**config.mk**
```make
export PLATFORM = sky130hd
export DESIGN_NAME = wwdg_down_counter
export DESIGN_NICKNAME = d
export VERILOG_FILES = /design/src/rtl/wwdg_pkg.sv /design/src/rtl/wwdg_period.sv /design/src/rtl/wwdg_counter.sv /design/src/rtl/wwdg_window.sv /design/src/rtl/wwdg_down_counter.sv
export SDC_FILE = /design/constraint.sdc
export NUM_CORES = 1
export LEC_CHECK = 0
export ABC_AREA = 1
export BUFFER_PORTS_ARGS = -buffer_cell sky130_fd_sc_hd__buf_2
export CAP_MARGIN = 0
export CORE_ASPECT_RATIO = 1.25
export CORE_UTILIZATION = 55
export CTS_CLUSTER_SIZE = 16
export DETAILED_ROUTE_END_ITERATION = 10
export PLACE_DENSITY = 0.94
export SLEW_MARGIN = 10
export SYNTH_ARGS = -nofsm -noshare
export SYNTH_HDL_FRONTEND = slang
export SYNTH_SLANG_ARGS = --single-unit
export TNS_END_PERCENT = 1
```
**constraint.sdc**
```tcl
create_clock -name clk_i -period 5.85 [get_ports clk_i]
set_input_delay 1.4625 -clock clk_i [delete_from_list [all_inputs] [get_ports clk_i]]
set_output_delay 1.4625 -clock clk_i [all_outputs]
set_load 0.05 [all_outputs]
```
**src/rtl/wwdg_pkg.sv**
```systemverilog
package wwdg_pkg;
  typedef enum logic {
    RESP_BUS_ERR = 1'b0,
    RESP_RESET   = 1'b1
  } resp_e;

  typedef enum logic [1:0] {
    CNT_HOLD,
    CNT_LOAD,
    CNT_DEC
  } cnt_op_e;
endpackage

```
**src/rtl/wwdg_period.sv**
```systemverilog
module wwdg_period #(
  parameter int unsigned CNT_W      = 32,
  parameter int unsigned MIN_PERIOD = 256
) (
  input  logic [CNT_W-1:0] timeout_val_i,
  output logic [CNT_W-1:0] period_o
);
  localparam logic [CNT_W-1:0] FLOOR = CNT_W'(MIN_PERIOD);

  always_comb begin
    if (timeout_val_i < FLOOR) period_o = FLOOR;
    else                       period_o = timeout_val_i;
  end
endmodule

```
**src/rtl/wwdg_counter.sv**
```systemverilog
module wwdg_counter
  import wwdg_pkg::*;
#(
  parameter int unsigned CNT_W = 32
) (
  input  logic             clk_i,
  input  logic             rst_ni,
  input  logic             enable_i,
  input  logic             svc_ok_i,
  input  logic [CNT_W-1:0] period_i,
  output logic [CNT_W-1:0] count_o,
  output logic             timeout_o
);
  logic    en_q;
  logic    start;
  logic    expired;
  cnt_op_e op;

  assign start   = enable_i & ~en_q;
  assign expired = enable_i & ~start & ~svc_ok_i & (count_o == '0);

  always_comb begin
    if (!enable_i)                       op = CNT_HOLD;
    else if (start || svc_ok_i || expired) op = CNT_LOAD;
    else                                 op = CNT_DEC;
  end

  always_ff @(posedge clk_i or negedge rst_ni) begin
    if (!rst_ni) begin
      en_q      <= 1'b0;
      count_o   <= '0;
      timeout_o <= 1'b0;
    end else begin
      en_q      <= enable_i;
      timeout_o <= expired;
      unique case (op)
        CNT_LOAD: count_o <= period_i;
        CNT_DEC:  count_o <= count_o - 1'b1;
        default:  count_o <= count_o;
      endcase
    end
  end
endmodule

```
**src/rtl/wwdg_window.sv**
```systemverilog
module wwdg_window
  import wwdg_pkg::*;
#(
  parameter int unsigned CNT_W = 32
) (
  input  logic             clk_i,
  input  logic             rst_ni,
  input  logic             enable_i,
  input  logic             win_mode_i,
  input  logic             resp_sel_i,
  input  logic [CNT_W-1:0] count_i,
  input  logic [CNT_W-1:0] window_val_i,
  input  logic             svc_wr_i,
  output logic             win_open_o,
  output logic             bus_err_o,
  output logic             rst_req_o
);
  logic  bad_wr;
  resp_e resp;

  assign win_open_o = ~win_mode_i | (count_i < window_val_i);
  assign bad_wr     = enable_i & svc_wr_i & ~win_open_o;
  assign resp       = resp_e'(resp_sel_i);

  always_ff @(posedge clk_i or negedge rst_ni) begin
    if (!rst_ni) begin
      bus_err_o <= 1'b0;
      rst_req_o <= 1'b0;
    end else begin
      bus_err_o <= bad_wr & (resp == RESP_BUS_ERR);
      rst_req_o <= bad_wr & (resp == RESP_RESET);
    end
  end
endmodule

```
**src/rtl/wwdg_down_counter.sv**
```systemverilog
module wwdg_down_counter #(
  parameter int unsigned CNT_W      = 32,
  parameter int unsigned MIN_PERIOD = 256
) (
  input  logic             clk_i,
  input  logic             rst_ni,
  input  logic             enable_i,
  input  logic             win_mode_i,
  input  logic             resp_sel_i,
  input  logic [CNT_W-1:0] timeout_val_i,
  input  logic [CNT_W-1:0] window_val_i,
  input  logic             svc_done_i,
  input  logic             svc_wr_i,
  output logic [CNT_W-1:0] count_o,
  output logic             timeout_o,
  output logic             win_open_o,
  output logic             bus_err_o,
  output logic             rst_req_o
);
  logic [CNT_W-1:0] period;
  logic             svc_ok;

  // service only counts inside the window
  assign svc_ok = svc_done_i & win_open_o;

  wwdg_period #(.CNT_W(CNT_W), .MIN_PERIOD(MIN_PERIOD)) u_period (
    .timeout_val_i(timeout_val_i),
    .period_o     (period)
  );

  wwdg_counter #(.CNT_W(CNT_W)) u_counter (
    .clk_i    (clk_i),
    .rst_ni   (rst_ni),
    .enable_i (enable_i),
    .svc_ok_i (svc_ok),
    .period_i (period),
    .count_o  (count_o),
    .timeout_o(timeout_o)
  );

  wwdg_window #(.CNT_W(CNT_W)) u_window (
    .clk_i       (clk_i),
    .rst_ni      (rst_ni),
    .enable_i    (enable_i),
    .win_mode_i  (win_mode_i),
    .resp_sel_i  (resp_sel_i),
    .count_i     (count_o),
    .window_val_i(window_val_i),
    .svc_wr_i    (svc_wr_i),
    .win_open_o  (win_open_o),
    .bus_err_o   (bus_err_o),
    .rst_req_o   (rst_req_o)
  );
endmodule

```
Yosys cells after proc, flatten, opt, wreduce, memory -nomap -nowiden

Cells that the tools add are included.

$lt $le $gt $ge: 2
Muxes and demuxes: 4
Multipliers: 0
Divide/modulo/power cells: 0
$add $sub $neg: 1
Reductions and logical operators: 4
Bitwise gates (word level): 16
Shift operators: 0
Equal/unequal tests: 2

Operators with widths:

| kind                                                                           | number |
|---|---|
| 32-bit one-hot mux with 2 select lines                                         | 1 |
| 32-bit logical NOT                                                             | 1 |
| 32-bit less-than comparator                                                    | 1 |
| 32-bit by 9-bit less-than comparator with 1-bit output (second input constant) | 1 |
| 32-bit two-way mux                                                             | 1 |
| 32-bit by 1-bit subtractor with 32-bit output (second input constant)          | 1 |
| 1-bit AND                                                                      | 9 |
| 1-bit inverter                                                                 | 6 |
| 2-bit two-way mux                                                              | 2 |
| 2-bit by 1-bit equality test with 1-bit output (second input constant)         | 1 |
| 2-bit equality test (second input constant)                                    | 1 |
| 1-bit logical OR                                                               | 2 |
| 2-bit nonzero test                                                             | 1 |
| 1-bit OR                                                                       | 1 |

Word-level logic and storage cells: 34
Register bits: 36
Output and inout port bits: 36
Latch bits: 0
Memories kept: 0
Input port bits: 71
ROM bits: 0
Bits in writable memories: 0

Logic depth before layout (Yosys ltp)

Gate-level depths: netlist of the first run.

Depth in word-level cells: 11
Mapped depth: 19

Modules after synthesis

Synthesis of the first run repeated with hierarchy kept, for this count alone.

Cells, all modules: 612
Area total of the unflattened synthesis: 3679.8 um^2

Modules (own cells, without submodules):

| module            | sequential area each (um^2) | times used | cells an instance | area each (um^2) |
|---|---|---|---|---|
| wwdg_counter      | 850.8                       | 1          | 409               | 2518.7 |
| wwdg_window       | 50.0                        | 1          | 138               | 908.4 |
| wwdg_period       | 0.0                         | 1          | 63                | 245.2 |
| wwdg_down_counter | 0.0                         | 1          | 2                 | 7.5 |

Least setup slack after synthesis of the first run

OpenSTA, ideal clock, no wires.

Kind: input -> output
Start point: in window_val_i[5]
End point: out win_open_o
Required time: 4.388 ns
Stages: 11
Path slack: 1.691 ns
Arrival time: 2.697 ns
Cells stage by stage: inv_1 > ha_1 > a21oi_1 > nor2_1 > nor3_1 > nand2_1 > nand2_1 > nand2_1 > nand2_1 > nand2_1 > nand2_1

Cells in the longest elaborated chain, start to end: 2

Ends and longest elaborated chain:

| item                        | RTL line                | text |
|---|---|---|
| start: declaration          | wwdg_down_counter.sv:11 | `input logic [CNT_W-1:0] window_val_i,` |
| 32-bit less-than comparator | wwdg_window.sv:21       | `assign win_open_o = ~win_mode_i \| (count_i < window_val_i);` |
| 1-bit OR                    | wwdg_window.sv:21       |  |
| end: declaration            | wwdg_down_counter.sv:16 | `output logic win_open_o,` |

No other way between the ends.

Final worst setup path of the first run

Ends and elaborated chain as after synthesis.

==> results of run 1 <==
## power by group through the flow
stage	clock network [W]	registers (W)	logic [W]
6_report	0.000228	0.000327	0.000380
5_1_grt	0.000236	0.000332	0.000420
4_1_cts	0.000226	0.000326	0.000381
3_5_place_dp	0	0.000331	0.000379
3_3_place_gp	0	0.000329	0.000364
2_1_floorplan	0	0.000411	0.000197
## sequential cells by signal (all words and copies together) (netlist names)
signal and flops:
u_window.rst_req_o 1, u_counter.count_o 32, u_window.bus_err_o 1, u_counter.timeout_o 1, u_counter.en_q 1
## placed cells by master (no fill, tap or decap), types with 2 or more instances in the layout
| master | instances |
|---|---|
| nand3_2 | 4 |
| nor3_1 | 5 |
| nor2_2 | 3 |
| inv_1 | 78 |
| dfrtp_1 | 36 |
| nor2_1 | 36 |
| buf_2 | 106 |
| nor4_1 | 6 |
| nand4_1 | 13 |
| nor3_4 | 3 |
| nand2_4 | 2 |
| xnor2_1 | 8 |
| nand3_1 | 63 |
| nand2_2 | 32 |
| xor2_1 | 20 |
| ha_1 | 32 |
| a21oi_1 | 15 |
| o21ai_0 | 4 |
| inv_2 | 8 |
| nand3b_1 | 9 |
| nand2_1 | 125 |
| clkbuf_8 | 5 |
## stage by stage
step                        util  area [um2]  hold slack (ns)  setup slack, ns  power (W)
after floorplan                -        3635           0.6497            1.691  0.0006076
after global placement    0.6584        4139           0.5238            1.467  0.0006930
after detailed placement  0.6584        4139           0.5422            1.425  0.0007096
after CTS                 0.6762        4250           0.5646            1.415  0.0009327
after global routing      0.6762        4250           0.5951            1.296  0.0009879
final                     0.6762        4250           0.5649            1.406  0.0009341
## cells by family (layout without fill, tap and decap cells)
family,count (synthesis),after routing,share of synthesized area
xor gates and xnor gates,28,28,0.06747
AOI/OAI and AO/OA,21,21,0.03029
buffers and inverters,103,201,0.1270
adders and majority gates,32,32,0.1102
and+or+nand+nor,306,306,0.4172
DFF,36,36,0.2478
## worst max-delay path, stage by stage
cell and delay, ns:
buf_2 0.08, inv_1 0.03, ha_1 0.30, a21oi_1 0.13
nor2_1 0.05, nor3_1 0.13, nand2_1 0.10, nand2_1 0.07
nand2_1 0.09, nand2_1 0.08, nand2_1 0.06, nand2_1 0.11
buf_2 0.28
## final cells by class
cell class              count  area (um2)  share of cell area
multi-input cells         387        2272              0.5346
flip-flops and latches     36       900.9              0.2120
repair buffers            106       530.5              0.1248
inverters                  87       329.1             0.07742
well taps                  85       106.4             0.02502
clock buffers               5       68.82             0.01619
clock inverters             3       42.54             0.01001
## how the worst min path moves through the flow
| stage | cells after the start | slack, ns | end |
|---|---|---|---|
| after floorplan | 3 | 0.65 | u_counter.timeout_o |
| after global placement | 2 | 0.52 | u_counter.count_o[1] |
| after detailed placement | 2 | 0.54 | u_counter.count_o[1] |
| after CTS | 2 | 0.56 | u_counter.count_o[1] |
| after global routing | 2 | 0.60 | u_counter.count_o[1] |
| final | 2 | 0.56 | u_counter.count_o[1] |
## per-layer routing
metal / share of wire / routed length (um) / track usage / vias up
met5: 0 / 0 / 0 / -
met4: 0.035 / 324 / 0.1258 / 0
met3: 0.059 / 555 / 0.05114 / 35
met2: 0.51 / 4829 / 0.5000 / 159
met1: 0.39 / 3679 / 0.3281 / 1764
li1: - / - / - / 1864
==> results.md, run 1 <==
* I/O Pins at 107
* Cell internal power dissipation at 0.0005231 W
* Clock tree from TritonCTS: done
* Peak supply drop at 0.1297 mV
* Logic gate share of total power at 0.407
* WP data required at 4.39 ns
* Final weighted congestion of routability-driven global placement at 0.8745
* Layout Skew at 0.01351 ns
* Initial antenna violation count at 0
* Switching power total at 0.0004110 W
* Placed instance count at 701
* Average routed wire per standard cell at 13.24 um
* Library cell with the highest instance count after synthesis: nand2_1
* Number of fillers in the final layout at 561
* Switching Fraction at 0.4400
* Ratio of final minimum period to clock period at 0.7596
* CTS Buf Count at 5
* Crit path time final at 4.444 ns
* Via count at 3,822
* Total of hold buffers inserted after clock tree synthesis at 0
* Clock Path Buffers at 2
* Total setup violations reported at the end of the flow at 0
* Worst Setup SP: window_val_i[5]
* Top cells by count, synth: nand2_1, inv_1, nand3_1
* Overall overflow remaining after global route at 0
* Post-Syn Nets at 629
* Post-cts gate resize count at 0
* Top cell type's share of synthesized area at 0.2478
* Largest driver fanout on the critical path at 2
* Fin. Hold Viols at 0
* Initial core utilization at 0.5782
* Leakage power summed over all cells at 2.471 nW
* Number of flip-flops and latches in the synthesized netlist at 36
* Post-CTS Setup Repair Bufs at 0
* Sequential cell fraction of total power at 0.350
* Insertion delay of the later-clocked pin in the worst-skew pair at 0.30 ns
* Unrepaired setup endpoints after global routing: no
* Power per unit of standard cell area at 219.8 nW/um2
* Sequential area share after synthesis at 0.2478
* R2R depth at 14
* Remaining number of nets flagged by the antenna check after routing at 0
* Fin Setup TNS at 0 ns
* Global-route wire length before repair at 15.46 mm
* Final count of pins violating max slew at 0
* Layout cell share with drive strength beyond 1 at 0.2724
* Post-Syn Instances at ~530
* Post-CTS clock slew at the launch and capture registers of the worst setup and hold paths at around 0.090 ns
* Cell chosen for the clock root: clkbuf_8
* Relative contribution of the clock network to total power at 0.244
* Classification of the worst setup path: input port to output port
* Highest clock rate at 0.2250 GHz
* Starting DRC count in detailed routing at 220
* Global Route Usage Sum at 0.2849
* Top cell type by total area after synthesis: dfrtp_1
* Syn Std Cell Area at roughly 3600 um2
* Vias in the first global route at 3,569
* Routed WL at 9.389 mm
* Max-cap violations at 0
* Y dimension of the die at 92.89 um
* Hold Crit Class: flip-flop to flip-flop
* Detailed placement HPWL at 7.111 mm
* IO buf count at 106
* Number of nets in the finished design at 726
* Number of remaining DRC errors at 0
* Full die area at 6940 um2
* Most used flip-flop cell after synthesis: dfrtp_1
* EDFF count, synth at 0
* Via/cell ratio at 5.391
* Pin count of the biggest net entering global routing at 38
* Worst setup path end: win_open_o
* Capturing point of the worst reg2reg path: u_counter.count_o[8]
* CTS Sinks at 36
* Syn Area/Cell at 6.910 um2
* Outcome: completed
* Syn-to-layout area delta at 16.94%
* Least-Margin Pin Slew at 1.002 ns
* Number of synthesis warnings at 0
* Pre-Repair DR Iteration Count at 5
* CTS HTree Levels at 2
* Horizontal die dimension at ~75 um
* Share of synthesized registers carrying an async set or reset at 1.000
* Floorplan Core Area at 6286 um2
* Data arrival time of the critical path at 2.98 ns
* Slack of the worst reg-to-reg path at about 3.1 ns
* Crit Reg-Reg Startpoint: u_counter.count_o[31]
* Number of core rows at 32
* Worst-case headroom to the max-slew limit at 0.3313
* Category of the worst setup path launch point: input port
* Post-synthesis cell type count at 33
* Count of placed standard cells in the final layout, fillers left out at between 700 and 800
* Main area contributors after synthesis: dfrtp_1, nand2_1, ha_1
* Hold Crit Start: u_counter.count_o[1]
* Kind of end point of the critical path: output port
* Diode count at 0
Power figures use the tool's default switching activity.
==> run 2: changes to the inputs <==
Settings changed: CORE_UTILIZATION 55 to 53, PLACE_DENSITY 0.94 to 0.92.
Clock period 5.85 ns to 4.6 ns, I/O delays scaled along.
==> run 2 against run 1 <==
Against the previous run:
- non-clock buffer count rose by 1
- clock power is 3% higher
- design area shrank 0.32%
- first-iteration DRC count shrank 7.7%
- flip-flop and latch count did not move
- sequential power increased by 27%
- core utilization shrank 3.5 points
- power is 21% higher
- wire length is 2.9% lower
- critical path type unchanged
- largest cell class unchanged
- highest routed layer unchanged
==> results.md, run 2 (same netlist as run 1, synthesis figures left out) <==
* Critical Path, Cell by Cell: buf_2 -> inv_1 -> ha_1 -> a21oi_1 -> nor2_1 -> nor3_1 -> nand2_1 -> nand2_1 -> nand2_1 -> nand2_1 -> nand2_1 -> nand2_1 -> buf_2
* Fin. Hold Viols at 0 (unchanged)
* Fin Setup TNS at 0 ns (unchanged)
* Number of nets in the finished design at 727 (+0.14%)
* Highest clock rate at 0.2621 GHz
* Gate family responsible for the most delay along the worst path: simple AND/OR/NAND/NOR gates
* Register bank with the most flops: u_counter.count_o
* Leakage power summed over all cells at 2.469 nW (about the same)
* WP data required at 3.45 ns (-0.94 ns)
* Overall overflow remaining after global route at 0 (unchanged)
* Number of remaining DRC errors at 0 (unchanged)
* Cell chosen for the clock root: clkbuf_8
* Commonest cells after routing, fill and taps aside: nand2_1, buf_2, inv_1, nand3_1
* Largest driver fanout on the critical path at 2 (unchanged)
* Max FFs per register at 32 (unchanged)
* Ratio of final minimum period to clock period at 0.8294
* Outcome: completed
* Delay of the slowest cell on the worst path at 0.30 ns (about the same)
* Pin count of the biggest net entering global routing at 38 (unchanged)
* Diode count at 0 (unchanged)
* Crit path time final at around 3.8 ns
* Floorplan Core Area at 6606 um2 (+5.1%)
* Clock Path Buffers at 2 (unchanged)
* Hold Crit Class: flip-flop to flip-flop
* Vias in the first global route at 3,561 (-0.22%)
* CTS HTree Levels at 2 (unchanged)
* Worst-case headroom to the max-slew limit at 0.3136 (-0.01767)
* Slack of the worst reg-to-reg path at 1.91 ns (-1.22 ns)
* Syn-to-layout area delta at 16.56%
* Routed WL at 9.121 mm (-2.9%)
* Starting DRC count in detailed routing at 203 (-7.7%)
* CTS Buf Count at 5 (unchanged)
* Most common cell after layout, fill and taps aside: nand2_1
* Initial core utilization at 0.5502 (-0.02804)
* Via count at 3,644 (-4.7%)
* Final count of pins violating max slew at 0 (unchanged)
* Post-CTS Setup Repair Bufs at 0 (unchanged)
* Post-CTS clock slew at the launch and capture registers of the worst setup and hold paths at 0.08 ns (about the same)
* Classification of the worst setup path: input port to output port
* Average routed wire per standard cell at 12.81 um (-3.3%)
* Global Route Usage Sum at 0.2686 (-0.01633)
* Insertion delay of the later-clocked pin in the worst-skew pair at 0.30 ns (about the same)
* Least-Margin Pin Slew at 1.028 ns (+0.02648 ns)
* Critical path's most frequent cell: nand2_1
* Full die area at 7195 um2 (+3.7%)
* Placement Setup Slack at 0.7824 ns (-0.6430 ns)
* Final Total Pwr at 0.001129 W (+21%)
* Kind of end point of the critical path: output port
* Post-cts gate resize count at 0 (unchanged)
* Layout Skew at 0.007988 ns (-0.005523 ns)
* Via/cell ratio at 5.118 (-5.1%)
* Detailed placement HPWL at 6.902 mm (-2.9%)
* Number of core rows at 33 (+3.1%)
* Remaining number of nets flagged by the antenna check after routing at 0 (unchanged)
* Unrepaired setup endpoints after global routing: no
* Total of hold buffers inserted after clock tree synthesis at 0 (unchanged)
* Category of the worst setup path launch point: input port
* Layout cell share with drive strength beyond 1 at 0.2736 (+0.001164)
* Power per unit of standard cell area at 266.6 nW/um2 (+21%)
* Global-route wire length before repair at 15.55 mm (+0.58%)
* Final weighted congestion of routability-driven global placement at 0.8478 (-3.1%)
* Peak supply drop at 0.1520 mV (+17%)
* Slowest cell on the critical path: ha_1
* Initial antenna violation count at 0 (unchanged)
* Max-cap violations at 0 (unchanged)
* I/O Pins at 107 (unchanged)
* Clock tree from TritonCTS: done
* Total setup violations reported at the end of the flow at 0 (unchanged)
* Count of buffer and inverter cells on the critical path at 3 (unchanged)
* CTS Sinks at 36 (unchanged)
* Smallest setup slack after layout at 0.7850 ns (-0.6213 ns)
* Y dimension of the die at 94.59 um (+1.8%)
* Pre-Repair DR Iteration Count at 4 (-1)
* IO buf count at 106 (unchanged)
* Data arrival time of the critical path at 2.67 ns (-0.31 ns)
* Horizontal die dimension at 76.07 um (+1.8%)
run 2: cell count changes in the layout (fill, tap and decap cells not counted), sizes merged:
| cell | change |
|---|---|
| clkinvlp | -1 |
| clkinv | +2 |
| bufinv | -1 |
| buf | +1 |
run 2: per-layer routing:
layer  global-route usage  part of all wire
met5                    0                 0
met1               0.2998              0.41
met2               0.5045              0.52
met3              0.04348             0.049
met4               0.1202             0.027
run 2: worst paths after layout:
path,start,to,depth (start not counted)
worst max-delay path,window_val_i[5],win_open_o,13
worst min-delay path,u_counter.count_o[1],u_counter.count_o[1],2
worst max register to register,u_counter.count_o[31],u_counter.count_o[8],14
worst min register to register,u_counter.count_o[1],u_counter.count_o[1],2
max in group asynchronous,rst_ni,u_counter.count_o[25],1
min in group asynchronous,rst_ni,u_window.bus_err_o,1
run 2: worst reg2reg max path: stages, from the launching register on:
cell     delay, ns
dfrtp_1       0.48
ha_1          0.33
nand2_1       0.07
nor2_1        0.15
nand4_1       0.15
nor4_1        0.19
nand2_1       0.08
nand2_1       0.08
nand2_1       0.11
nand2_4       0.33
nand2_8       0.31
nand2_1       0.13
nand2_1       0.05
nand2_1       0.05
nand2_1       0.05
run 2: per-stage QoR:
stage          hold WS [ns]  instances    util  instance area, um2
6_report             0.5658        712  0.6413                4237
5_1_grt              0.6107        712  0.6413                4237
4_1_cts              0.5718        712  0.6413                4237
3_5_place_dp         0.5509        704  0.6280                4149
3_3_place_gp         0.5276        704  0.6280                4149
2_1_floorplan        0.6497        526       -                3635
run 2: area by class of cell:
| cell class | instances | area (um2) |
|---|---|---|
| fill | 604 | 2370 |
| multi-input combinational | 387 | 2272 |
| sequential | 36 | 900.9 |
| timing repair buffer | 107 | 538.0 |
| inverter | 87 | 329.1 |
| tap | 87 | 108.9 |
| clock buffer | 5 | 68.82 |
| clock inverter | 3 | 18.77 |
run 2: report_power, final:
part           leakage [nW]  switching (W)  total, W  internal (W)
Clock                0.0479       0.000128  0.000234      0.000106
Sequential            0.441      0.0000667  0.000416      0.000349
Combinational          1.98       0.000324  0.000480      0.000155
==> run 3: changes to the inputs <==
Settings changed: ABC_AREA 1 to 0, CORE_UTILIZATION 53 to 46, PLACE_DENSITY 0.92 to 0.87.
Clock period 4.6 ns to 3.5 ns, I/O delays scaled along.
==> run 3 against run 2 <==
Against the previous run:
- non-clock buffer count increased by 20
- highest routed layer unchanged
- first-iteration DRC count increased by 22%
- core utilization increased by 0.16 points
- cell count decreased by 20%
- die area decreased by 3.2%
- synthesized cell count decreased by 30%
- sequential power increased by 31%
- clock skew increased by 0.0011 ns
- the flow now finishes with violations (negative setup slack)
- critical path type unchanged
- flip-flop and latch count unchanged
- worst hold slack improved by 0.031 ns
==> results.md, run 3 <==
* Outcome: finished with violations
* Violations in the final reports: negative setup slack
* Overall overflow remaining after global route at 0 (unchanged)
* Library cell with the highest instance count after synthesis: inv_1
* Classification of the worst setup path: input port to output port
* Capturing point of the worst reg2reg path: u_counter.count_o[5]
* Pin count of the biggest net entering global routing at 37 (-2.6%)
* Most used flip-flop cell after synthesis: dfrtp_1
* Layout cell share with drive strength beyond 1 at 0.3238 (+0.05017)
* Via/cell ratio at 5.803 (+13%)
* R2R depth at 11 (-3)
* Final count of pins violating max slew at 0 (unchanged)
* Power per unit of standard cell area at 365.6 nW/um2 (+37%)
* Post-Syn Instances at 366 (-30%)
* CTS Sinks at 36 (unchanged)
* Top cell type's share of synthesized area at 0.2953 (+0.04748)
* Main area contributors after synthesis: dfrtp_1, ha_1, mux2i_1
* Full die area at 6963 um2 (-3.2%)
* Initial core utilization at 0.4853 (-0.06492)
* Smallest setup slack after layout at -0.02435 ns (-0.8093 ns)
* Pre-Repair DR Iteration Count at 5 (+1)
* Clock tree from TritonCTS: done
* Delay of the slowest cell on the worst path at 0.51 ns (+0.21 ns)
* Initial antenna violation count at 0 (unchanged)
* Layout Skew at 0.009135 ns (+0.001147 ns)
* Worst-case headroom to the max-slew limit at 0.4361 (+0.1225)
* IO buf count at 106 (unchanged)
* Fin. Hold Viols at 0 (unchanged)
* Peak supply drop at 0.1988 mV (+31%)
* Syn-to-layout area delta at 32.49%
* Routed WL at 8.998 mm (-1.3%)
* Max FFs per register at 32 (unchanged)
* Global Route Usage Sum at 0.2554 (-0.01320)
* Critical path's most frequent cell: buf_6
* Core utilization of the finished layout at 0.6429 (+0.001626)
* Post-Syn Nets at 469 (-25%)
* EDFF count, synth at 0 (unchanged)
* Worst Setup SP: window_val_i[15]
* Data arrival time of the critical path at 2.65 ns (-0.02 ns)
* Vias in the first global route at 3,103 (-13%)
* Number of remaining DRC errors at 0 (unchanged)
* Kind of end point of the critical path: output port
* Remaining number of nets flagged by the antenna check after routing at 0 (unchanged)
* Leakage power summed over all cells at 1.952 nW (-21%)
* Critical Path, Cell by Cell: buf_6 -> inv_2 -> ha_4 -> nand4_1 -> nor3_2 -> or4b_4 -> a31oi_4 -> o21ai_4 -> buf_6
* Commonest cells after routing, fill and taps aside: buf_2, inv_1, nand2_1, dfrtp_1, ha_1
* Y dimension of the die at 93.05 um (-1.6%)
* Clock Path Buffers at 2 (unchanged)
* Crit Reg-Reg Startpoint: u_counter.count_o[15]
* Detailed placement HPWL at 6.652 mm (-3.6%)
* Sequential area share after synthesis at 0.2953 (+0.04748)
* Syn Std Cell Area at 3050 um2 (-16%)
* Fin Setup TNS at -0.02435 ns (-0.02435 ns)
* Number of core rows at 32 (-3.0%)
* Top cells by count, synth: inv_1, nand2_1, dfrtp_1
* Final Total Pwr at 0.001477 W (+31%)
* Ratio of final minimum period to clock period at 1.007
* Number of synthesis warnings at 0 (unchanged)
* Slowest cell on the critical path: or4b_4
* Max-cap violations at 0 (unchanged)
* Syn Area/Cell at 8.334 um2 (+21%)
* Category of the worst setup path launch point: input port
* Average routed wire per standard cell at 15.70 um (+23%)
* Post-synthesis cell type count at 51 (+55%)
* Hold Crit Class: flip-flop to flip-flop
* Starting DRC count in detailed routing at 248 (+22%)
* Top cell type by total area after synthesis: dfrtp_1
* Least-Margin Pin Slew at 0.8459 ns (-0.1825 ns)
* Worst setup path end: win_open_o
* Horizontal die dimension at 74.84 um (-1.6%)
* I/O Pins at 107 (unchanged)
* CTS HTree Levels at 2 (unchanged)
* Number of flip-flops and latches in the synthesized netlist at 36 (unchanged)
* Number of nets in the finished design at 591 (-19%)
* WP data required at 2.62 ns (-0.83 ns)
* Cell chosen for the clock root: clkbuf_8
* Hold_ws at 0.5972 ns (+0.03137 ns)
* Global-route wire length before repair at 13.71 mm (-12%)
* Diode count at 0 (unchanged)
* Floorplan Core Area at 6286 um2 (-4.8%)
* Crit path time final at 3.524 ns
* Total setup violations reported at the end of the flow at 1 (+1)
* Register bank with the most flops: u_counter.count_o
* Final weighted congestion of routability-driven global placement at 0.8386 (-1.1%)
* Highest clock rate at 0.2837 GHz
* Most common cell after layout, fill and taps aside: buf_2
* Slack of the worst reg-to-reg path at 0.24 ns (-1.67 ns)
* Post-CTS clock slew at the launch and capture registers of the worst setup and hold paths at 0.07 ns (about the same)
* Via count at 3,325 (-8.8%)
* Share of synthesized registers carrying an async set or reset at 1.000 (unchanged)
* Largest driver fanout on the critical path at 3 (+1)
* Insertion delay of the later-clocked pin in the worst-skew pair at 0.29 ns (about the same)
* CTS Buf Count at 5 (unchanged)
==> run 3: cell count changes after synthesis, moves of 14 or more <==
cell     delta
nand2_1    -86
nand3_1    -49
inv_1      -33
nand2_2    -32
xor2_1     -20
mux2i_1    +17
nor2_1     -14
==> run 3: logic make-up after synthesis <==
family                     count (synthesis)  synth area share
AOI/OAI and AO/OA                         92            0.2112
adders and majority gates                 32            0.1313
buffers and inverters                     58           0.07998
DFF                                       36            0.2953
muxes                                     17           0.05578
and+or+nand+nor                          131            0.2264
==> run 3: metrics by stage <==
stage                     worst slack [ns]  instance area (um2)  std cells
after global placement             -0.1658                 3820        564
final                             -0.02435                 4041        573
after detailed placement           -0.2182                 3820        564
after floorplan                    0.01273                 3062        366
after global routing              -0.07607                 4041        573
after CTS                          0.01982                 3934        571
==> run 3: critical path: cells and delay by family <==
kind                     cells  cell delay (ns)
AND/OR/NAND/NOR              3             0.97
adder cells (fa/ha/maj)      1             0.25
buffers and inverters        3             0.27
AO/OA/AOI/OAI                2             0.28
==> run 3: layer usage <==
| metal | routed length, um | track usage | vias to the layer above |
|---|---|---|---|
| li1 | - | - | 1590 |
| met1 | 3746 | 0.3128 | 1581 |
| met2 | 4676 | 0.4467 | 134 |
| met3 | 404 | 0.03664 | 20 |
| met4 | 171 | 0.08962 | 0 |
| met5 | 0 | 0 | - |
==> run 3: cell type report <==
| type | count | area (um2) |
|---|---|---|
| clock buffers | 6 | 72.57 |
| multi-input cells | 272 | 2014 |
| inverters | 46 | 172.7 |
| well taps | 85 | 106.4 |
| repair buffers | 127 | 769.5 |
| fillers | 536 | 2245 |
| flip-flops and latches | 36 | 900.9 |
| clock inverters | 1 | 5.005 |
==> run 3: how the worst min path moves through the flow <==
stage                                  endpoint                  start  cells past startpoint  slack, ns
after floorplan             u_counter.timeout_o         u_counter.en_q                      2       0.57
after global placement    u_counter.count_o[11]  u_counter.count_o[11]                      2       0.57
after detailed placement  u_counter.count_o[11]  u_counter.count_o[11]                      2       0.58
after CTS                 u_counter.count_o[11]  u_counter.count_o[11]                      2       0.59
after global routing      u_counter.count_o[11]  u_counter.count_o[11]                      2       0.61
final                     u_counter.count_o[11]  u_counter.count_o[11]                      2       0.60
==> run 3: what timing repair did <==
action,in CTS,in global routing
hold buffers,0,0
buffers inserted,0,2
resized for setup,7,14
setup endpoints to repair,1,1
pin swaps,1,9
==> run 3: where the power goes <==
group | internal, W | switching (W)
clock network | 0.000136 | 0.000150
registers | 0.000464 | 0.0000836
logic | 0.000238 | 0.000407
total | 0.000837 | 0.000640
